### config.mk
export PLATFORM = sky130hd
export DESIGN_NAME = sd_init_seq
export DESIGN_NICKNAME = d
export VERILOG_FILES = /design/src/rtl/sdi_pkg.sv /design/src/rtl/sdi_timer.sv /design/src/rtl/sdi_tally.sv /design/src/rtl/sdi_rsp_eval.sv /design/src/rtl/sd_init_seq.sv
export SDC_FILE = /design/constraint.sdc
export NUM_CORES = 1
export LEC_CHECK = 0
export CORE_ASPECT_RATIO = 0.5
export CORE_UTILIZATION = 51
export DETAILED_ROUTE_END_ITERATION = 7
export DONT_BUFFER_PORTS = 1
export GPL_TIMING_DRIVEN = 1
export PLACE_DENSITY = 0.74
export SLEW_MARGIN = 15
export SYNTH_ARGS = -nofsm -noshare
export SYNTH_HDL_FRONTEND = slang
export SYNTH_SLANG_ARGS = --single-unit
### constraint.sdc
create_clock -name clk -period 5.7 [get_ports clk]
set_clock_uncertainty 0.2 [all_clocks]
set_input_delay 0.285 -clock clk [delete_from_list [all_inputs] [get_ports clk]]
set_output_delay 0.285 -clock clk [all_outputs]
set_load 0.01 [all_outputs]
### src/rtl/sdi_pkg.sv
package sdi_pkg;
  typedef enum logic [1:0] {STEP_GO, STEP_IF, STEP_APP, STEP_OP} step_t;

  localparam logic [2:0] E_NONE    = 3'd0;
  localparam logic [2:0] E_NORSP   = 3'd1;
  localparam logic [2:0] E_ECHO    = 3'd2;
  localparam logic [2:0] E_APPCRC  = 3'd3;
  localparam logic [2:0] E_PWRTIME = 3'd4;
  localparam logic [2:0] E_NOAPP   = 3'd5;

  localparam logic [5:0]  IX_GO  = 6'd0;
  localparam logic [5:0]  IX_IF  = 6'd8;
  localparam logic [5:0]  IX_APP = 6'd55;
  localparam logic [5:0]  IX_OP  = 6'd41;
  localparam logic [31:0] IF_ARG = 32'h0000_01AA;

  localparam int B_CRCERR = 23;
  localparam int B_APPMOD = 5;
  localparam int B_PWRUP  = 31;
endpackage

### src/rtl/sdi_timer.sv
module sdi_timer #(
  parameter int W    = 8,
  parameter int INIT = 74
) (
  input  logic         clk,
  input  logic         rst,
  input  logic         load,
  input  logic [W-1:0] val,
  output logic         zero
);
  logic [W-1:0] cnt;

  always_ff @(posedge clk) begin
    if (rst)              cnt <= W'(INIT);
    else if (load)        cnt <= val;
    else if (cnt != '0)   cnt <= cnt - 1'b1;
  end

  assign zero = (cnt == '0);


  hold_zero_chk: assert property (@(posedge clk) disable iff (rst)
    (zero && !load) |=> zero);
endmodule

### src/rtl/sdi_tally.sv
module sdi_tally #(
  parameter int LIMIT = 2
) (
  input  logic clk,
  input  logic rst,
  input  logic clr,
  input  logic inc,
  output logic hit
);
  localparam int W = $clog2(LIMIT + 2);
  logic [W-1:0] cnt;

  always_ff @(posedge clk) begin
    if (rst || clr)                cnt <= '0;
    else if (inc && !hit)          cnt <= cnt + 1'b1;
  end

  assign hit = (cnt == W'(LIMIT));


  no_overrun_chk: assert property (@(posedge clk) disable iff (rst)
    (hit && !clr) |=> hit);
endmodule

### src/rtl/sdi_rsp_eval.sv
module sdi_rsp_eval
  import sdi_pkg::*;
(
  input  step_t       step,
  input  logic        fail,
  input  logic [5:0]  idx,
  input  logic [31:0] arg,
  input  logic        crc_hit,
  input  logic        op_hit,
  output step_t       nstep,
  output logic        fin_ok,
  output logic        fin_err,
  output logic [2:0]  code,
  output logic        crc_inc,
  output logic        crc_clr,
  output logic        op_inc
);
  always_comb begin
    nstep   = step;
    fin_ok  = 1'b0;
    fin_err = 1'b0;
    code    = E_NONE;
    crc_inc = 1'b0;
    crc_clr = 1'b0;
    op_inc  = 1'b0;
    case (step)
      STEP_GO: nstep = STEP_IF;
      STEP_IF: begin
        if (fail || idx != IX_IF) begin fin_err = 1'b1; code = E_NORSP; end
        else if (arg != IF_ARG)   begin fin_err = 1'b1; code = E_ECHO;  end
        else                      nstep = STEP_APP;
      end
      STEP_APP: begin
        if (fail || idx != IX_APP) begin fin_err = 1'b1; code = E_NORSP; end
        else if (arg[B_CRCERR]) begin
          if (crc_hit) begin fin_err = 1'b1; code = E_APPCRC; end
          else           crc_inc = 1'b1;
        end
        else if (!arg[B_APPMOD]) begin fin_err = 1'b1; code = E_NOAPP; end
        else begin crc_clr = 1'b1; nstep = STEP_OP; end
      end
      default: begin
        if (fail)                begin fin_err = 1'b1; code = E_NORSP; end
        else if (arg[B_PWRUP])   fin_ok = 1'b1;
        else if (op_hit)         begin fin_err = 1'b1; code = E_PWRTIME; end
        else begin op_inc = 1'b1; nstep = STEP_APP; end
      end
    endcase
  end
endmodule

### src/rtl/sd_init_seq.sv
module sd_init_seq
  import sdi_pkg::*;
#(
  parameter int          IDLE_CYC  = 74,
  parameter int          GAP_CYC   = 8,
  parameter int          APP_RETRY = 2,
  parameter int          OCR_TRIES = 1000,
  parameter logic [31:0] OCR_ARG   = 32'h40FF_8000
) (
  input  logic        clk,
  input  logic        rst,
  output logic        cmd_start,
  output logic [5:0]  cmd_idx,
  output logic [31:0] cmd_arg,
  output logic        cmd_rsp_exp,
  input  logic        rsp_done,
  input  logic        rsp_fail,
  input  logic [5:0]  rsp_idx,
  input  logic [31:0] rsp_arg,
  output logic        busy,
  output logic        ready,
  output logic        error,
  output logic [2:0]  err_code
);
  localparam int TMAX = (IDLE_CYC > GAP_CYC) ? IDLE_CYC : GAP_CYC;
  localparam int TW   = $clog2(TMAX + 1);
  localparam int MW   = $clog2(GAP_CYC + 2);

  typedef enum logic [1:0] {ST_WAIT, ST_RESP, ST_HALT} st_t;
  st_t   st;
  step_t step, ev_nstep;
  logic  tmr_zero, take;
  logic  ev_ok, ev_err, ev_crc_inc, ev_crc_clr, ev_op_inc, crc_hit, op_hit;
  logic [2:0]  ev_code;
  logic [5:0]  nx_idx;
  logic [31:0] nx_arg;

  assign take = (st == ST_RESP) && rsp_done;

  sdi_timer #(.W(TW), .INIT(IDLE_CYC)) u_tmr (
    .clk(clk), .rst(rst), .load(take), .val(TW'(GAP_CYC)), .zero(tmr_zero));

  sdi_tally #(.LIMIT(APP_RETRY)) u_crc (
    .clk(clk), .rst(rst), .clr(take && ev_crc_clr),
    .inc(take && ev_crc_inc), .hit(crc_hit));

  sdi_tally #(.LIMIT(OCR_TRIES - 1)) u_op (
    .clk(clk), .rst(rst), .clr(1'b0),
    .inc(take && ev_op_inc), .hit(op_hit));

  sdi_rsp_eval u_eval (
    .step(step), .fail(rsp_fail), .idx(rsp_idx), .arg(rsp_arg),
    .crc_hit(crc_hit), .op_hit(op_hit), .nstep(ev_nstep),
    .fin_ok(ev_ok), .fin_err(ev_err), .code(ev_code),
    .crc_inc(ev_crc_inc), .crc_clr(ev_crc_clr), .op_inc(ev_op_inc));

  always_comb begin
    case (step)
      STEP_GO:  begin nx_idx = IX_GO;  nx_arg = '0;      end
      STEP_IF:  begin nx_idx = IX_IF;  nx_arg = IF_ARG;  end
      STEP_APP: begin nx_idx = IX_APP; nx_arg = '0;      end
      default:  begin nx_idx = IX_OP;  nx_arg = OCR_ARG; end
    endcase
  end

  always_ff @(posedge clk) begin
    if (rst) begin
      st          <= ST_WAIT;
      step        <= STEP_GO;
      cmd_start   <= 1'b0;
      cmd_idx     <= '0;
      cmd_arg     <= '0;
      cmd_rsp_exp <= 1'b0;
      busy        <= 1'b1;
      ready       <= 1'b0;
      error       <= 1'b0;
      err_code    <= E_NONE;
    end else begin
      cmd_start <= 1'b0;
      case (st)
        ST_WAIT: if (tmr_zero) begin
          cmd_start   <= 1'b1;
          cmd_idx     <= nx_idx;
          cmd_arg     <= nx_arg;
          cmd_rsp_exp <= (step != STEP_GO);
          st          <= ST_RESP;
        end
        ST_RESP: if (rsp_done) begin
          if (ev_err) begin
            st <= ST_HALT; busy <= 1'b0; error <= 1'b1; err_code <= ev_code;
          end else if (ev_ok) begin
            st <= ST_HALT; busy <= 1'b0; ready <= 1'b1;
          end else begin
            step <= ev_nstep;
            st   <= ST_WAIT;
          end
        end
        default: ;
      endcase
    end
  end

  // gap monitor for the spacing check
  logic [MW-1:0] gap_mon;
  always_ff @(posedge clk) begin
    if (rst)                               gap_mon <= MW'(GAP_CYC + 1);
    else if (rsp_done)                     gap_mon <= '0;
    else if (gap_mon != MW'(GAP_CYC + 1))  gap_mon <= gap_mon + 1'b1;
  end


  gap_chk: assert property (@(posedge clk) disable iff (rst)
    cmd_start |-> (gap_mon > MW'(GAP_CYC)));

  start_pulse_chk: assert property (@(posedge clk) disable iff (rst)
    cmd_start |=> !cmd_start);

  start_busy_chk: assert property (@(posedge clk) disable iff (rst)
    cmd_start |-> busy);

  flags_onehot_chk: assert property (@(posedge clk) disable iff (rst)
    $countones({busy, ready, error}) == 1);

  error_hold_chk: assert property (@(posedge clk) disable iff (rst)
    error |=> (error && $stable(err_code)));

  ready_hold_chk: assert property (@(posedge clk) disable iff (rst)
    ready |=> (ready && !cmd_start));
endmodule

==> flow_summary_export.csv <==
group,metric,value,unit
synth,synth.lib_cells_used.distinct,55,
detailed_routing,route.detailed.wl_per_inst,13.9,um
clocking,post-cts-setup-buffers,0,
detailed_routing,finalWirelength,4.00,mm
synth,ys_ff_latch,36,
place,routability_cong,0.913,
synth,sequential_to_total_area_share_from_yosys_stat,33.6,%
synth,synth_flop_cell,"dfxtp_1",
synth,postSynth.asyncResetShare,0,%
worst_setup_path,crit_type,"flip-flop to flip-flop",
die,core.rowCount,16,
finish,fillerInstances,364,
worst_setup_path,critical_path.startpoint_type,"flip-flop",
synth,synth_top_cells_by_area,"dfxtp_1 34%, buf_4 12%, nor2_1 5.4%, ha_1 5.2%, xnor2_1 2.9%",
die,floorplan.initialDensity,54.1,%
grt,grt_usage,18.4,%
timing,finalSetupTns,0,ns
min_path,timing.hold.worst.class,"input pin to flip-flop",
die,chipWidth,93.7,um
worst_setup_path,rr_worst_depth,8,
worst_setup_path,crit_path_end_kind,"flip-flop",
grt,antenna_violations_before_repair,0,
pwr,leakage,0.752,nW
grt,grt_overflow,0,
timing,rsz0062_at_grt,"no",
worst_setup_path,critPathMaxFanout,6,
min_path,hold_path_end,"step[0]",
synth,synth_cells,247,
die,floorplan.core_area,3960,um2
timing,finalHoldWorstSlack,0.00669,ns
finish,final_net_count,285,
grt,largest_net_degree_at_the_start_of_global_routing,32,
detailed_routing,first_iter_violations,39,
place,dp_slack,3.12,ns
timing,final_worst_path_cycle_share,45.6,%
pwr,p_per_cell_area,217,nW/um2
timing,setup_viol,0,
run,timing.max_cap.violations,0,
timing,worst-slew-pin-transition,1.16,ns
clocking,number_of_buffers_created_by_cts,5,
finish,final_core_utilization,53.3,%
finish,post_layout_nonfiller_instances,288,
synth,summed_instance_area_of_the_synthesized_netlist,2150,um2
timing,period_minus_slack,2.60,ns
detailed_routing,route.detailed.vias_per_inst,5.48,
finish,area_delta_synth_final,-1.63,%
clocking,tritoncts_clock_tree,"yes",
grt,first_global_vias,1385,
min_path,hold_depth,2,
finish,leading_cell_types_in_the_layout_fill_and_taps_excluded,"36 x dfxtp_1, 31 x nor2_1, 17 x conb_1",
worst_setup_path,cp_data_required_time,5.68,ns
worst_setup_path,reg_to_reg_end,"step[1]",
place,hpwl,3.01,mm
detailed_routing,route.detailed.drc,0,
pwr,vdd_ir_drop_max,0.0898,mV
timing,slew_headroom,22.6,%
clocking,cts_resized,0,
finish,seq_area,721,um2
synth,cell_type_contributing_the_most_total_cell_area_after_synthesis,"dfxtp_1",
clocking,h_tree_level_count,2,
outcome,run_status,"finished clean",
finish,multi_input_comb_area,1170,um2
worst_setup_path,timing.critical_path.arrival,2.57,ns
die,io-pin-count,88,
timing,finalWorstSetupSlack,3.10,ns
worst_setup_path,timing.reg2reg.setup_slack,3.10,ns
place,post-place-cells,278,
synth,yosys.area.top_type_share,33.6,%
finish,final_layout_size_suffix_gt1_share,9.83,%
detailed_routing,antenna_left,0,
clocking,clk-insertion-delay-late,0.28,ns
clocking,cts-root-to-sink-buffers,2,
synth,syn_area_per_cell,8.69,um2
place,port_buffers,0,
synth,yosys_warnings,0,
detailed_routing,via_count,1579,
finish,commonest_non_fill_non_tap_cell_in_the_layout,"dfxtp_1",
die,die_area,4490,um2
min_path,timing.hold.worst.start,"rst",
clocking,root_buffer,"clkbuf_8",
grt,grt_first_pass_wirelength,6.16,mm
finish,ant_cells,0,
detailed_routing,dr.pass1.iters,4,
timing,final_hold_viol_count,0,
clocking,clkSinkCount,36,
timing,report.final.slew_viol_count,0,
worst_setup_path,reg2reg_from,"step[1]",
timing,achievable-frequency,385,MHz
synth,synth_edf_count,0,
clocking,clkSlewWorstSetupHoldPaths,0.07,ns
die,die-height,47.9,um
sequential cells by signal, indices dropped and copies added, names as in the netlist:
register,cells
step,2
st,2
cmd_idx,3
error,1
u_crc.cnt,2
busy,1
cmd_start,1
cmd_arg,2
cmd_rsp_exp,1
u_op.cnt,10
ready,1
err_code,3
u_tmr.cnt,7
synth_stat cells (2+ instances only):
master and number:
o21ai_1 2, a211oi_1 3, nand2b_1 5, nand4_1 6
xnor2_1 7, or4_4 2, and2_1 2, nand3_1 4
nor4_1 6, and3_1 2, inv_1 12, nand2_1 9
nor3_1 7, o21ai_0 6, nand3b_1 2, or3_1 3
mux2i_1 5, nor4b_2 2, a21o_1 2, buf_4 33
ha_1 9, a21oi_1 7, nor2_1 31, clkbuf_1 6
nor4b_1 3, nor3_2 2, xor2_1 5, or2_2 2
dfxtp_1 36
power by group:
group	total, mW	switching (mW)	internal (mW)
registers	0.260	0.00368	0.256
clock network	0.169	0.0863	0.0831
logic	0.0285	0.0167	0.0118
total	0.458	0.107	0.351
layer usage:
layer	share of wire, %	GRT usage [%]
met1	45	20.6
met2	50	34.2
met3	4.6	6.35
met4	0.40	6.77
met5	0	0
area by class of cell:
class / instances / area share, %
clock buffer: 6 / 3.44
clock inverter: 1 / 0.237
inverter: 12 / 2.13
multi-input combinational: 176 / 55.4
sequential: 36 / 34.1
tap: 54 / 3.20
timing repair buffer: 3 / 1.42
what timing repair did:
item | CTS | global route
endpoints found under the setup margin | 0 | 0
hold buffers | 3 | 0
endpoints found under the hold margin | 31 | 0
how the worst max path moves through the flow:
stage,slack [ns],cells past startpoint,to,startpoint
2_1_floorplan,3.34,8,step[1],step[1]
4_1_cts,3.11,8,step[1],step[1]
6_report,3.10,8,step[1],step[1]
3_3_place_gp,3.24,8,step[1],step[1]
5_1_grt,2.96,8,step[1],step[1]
3_5_place_dp,3.12,8,step[1],step[1]
through the flow:
step	power (mW)	area, um2
floorplan	0.298	2210
detailed placement	0.289	2000
CTS	0.463	2110
global placement	0.288	2000
finish	0.458	2110
global route	0.477	2110
logic make-up after synthesis:
| logic type | share of synthesized area [%] |
|---|---|
| buf+inv | 14.7 |
| compound gates | 11.7 |
| xor+xnor | 4.90 |
| flops | 33.6 |
| mux | 3.56 |
| fa+ha+maj | 5.25 |
| other cells | 0.175 |
| simple gates | 26.2 |
worst max-delay path, stage by stage, from the launching register on:
cell and delay [ns]:
dfxtp_1 0.38, inv_1 0.11, ha_1 0.27, nor2_1 0.20, a21oi_1 0.08, a21oi_2 0.25, nand3_1 0.13, or4_4 0.56
mux2_4 0.31
Note: power is estimated with default switching activity, not from simulation.
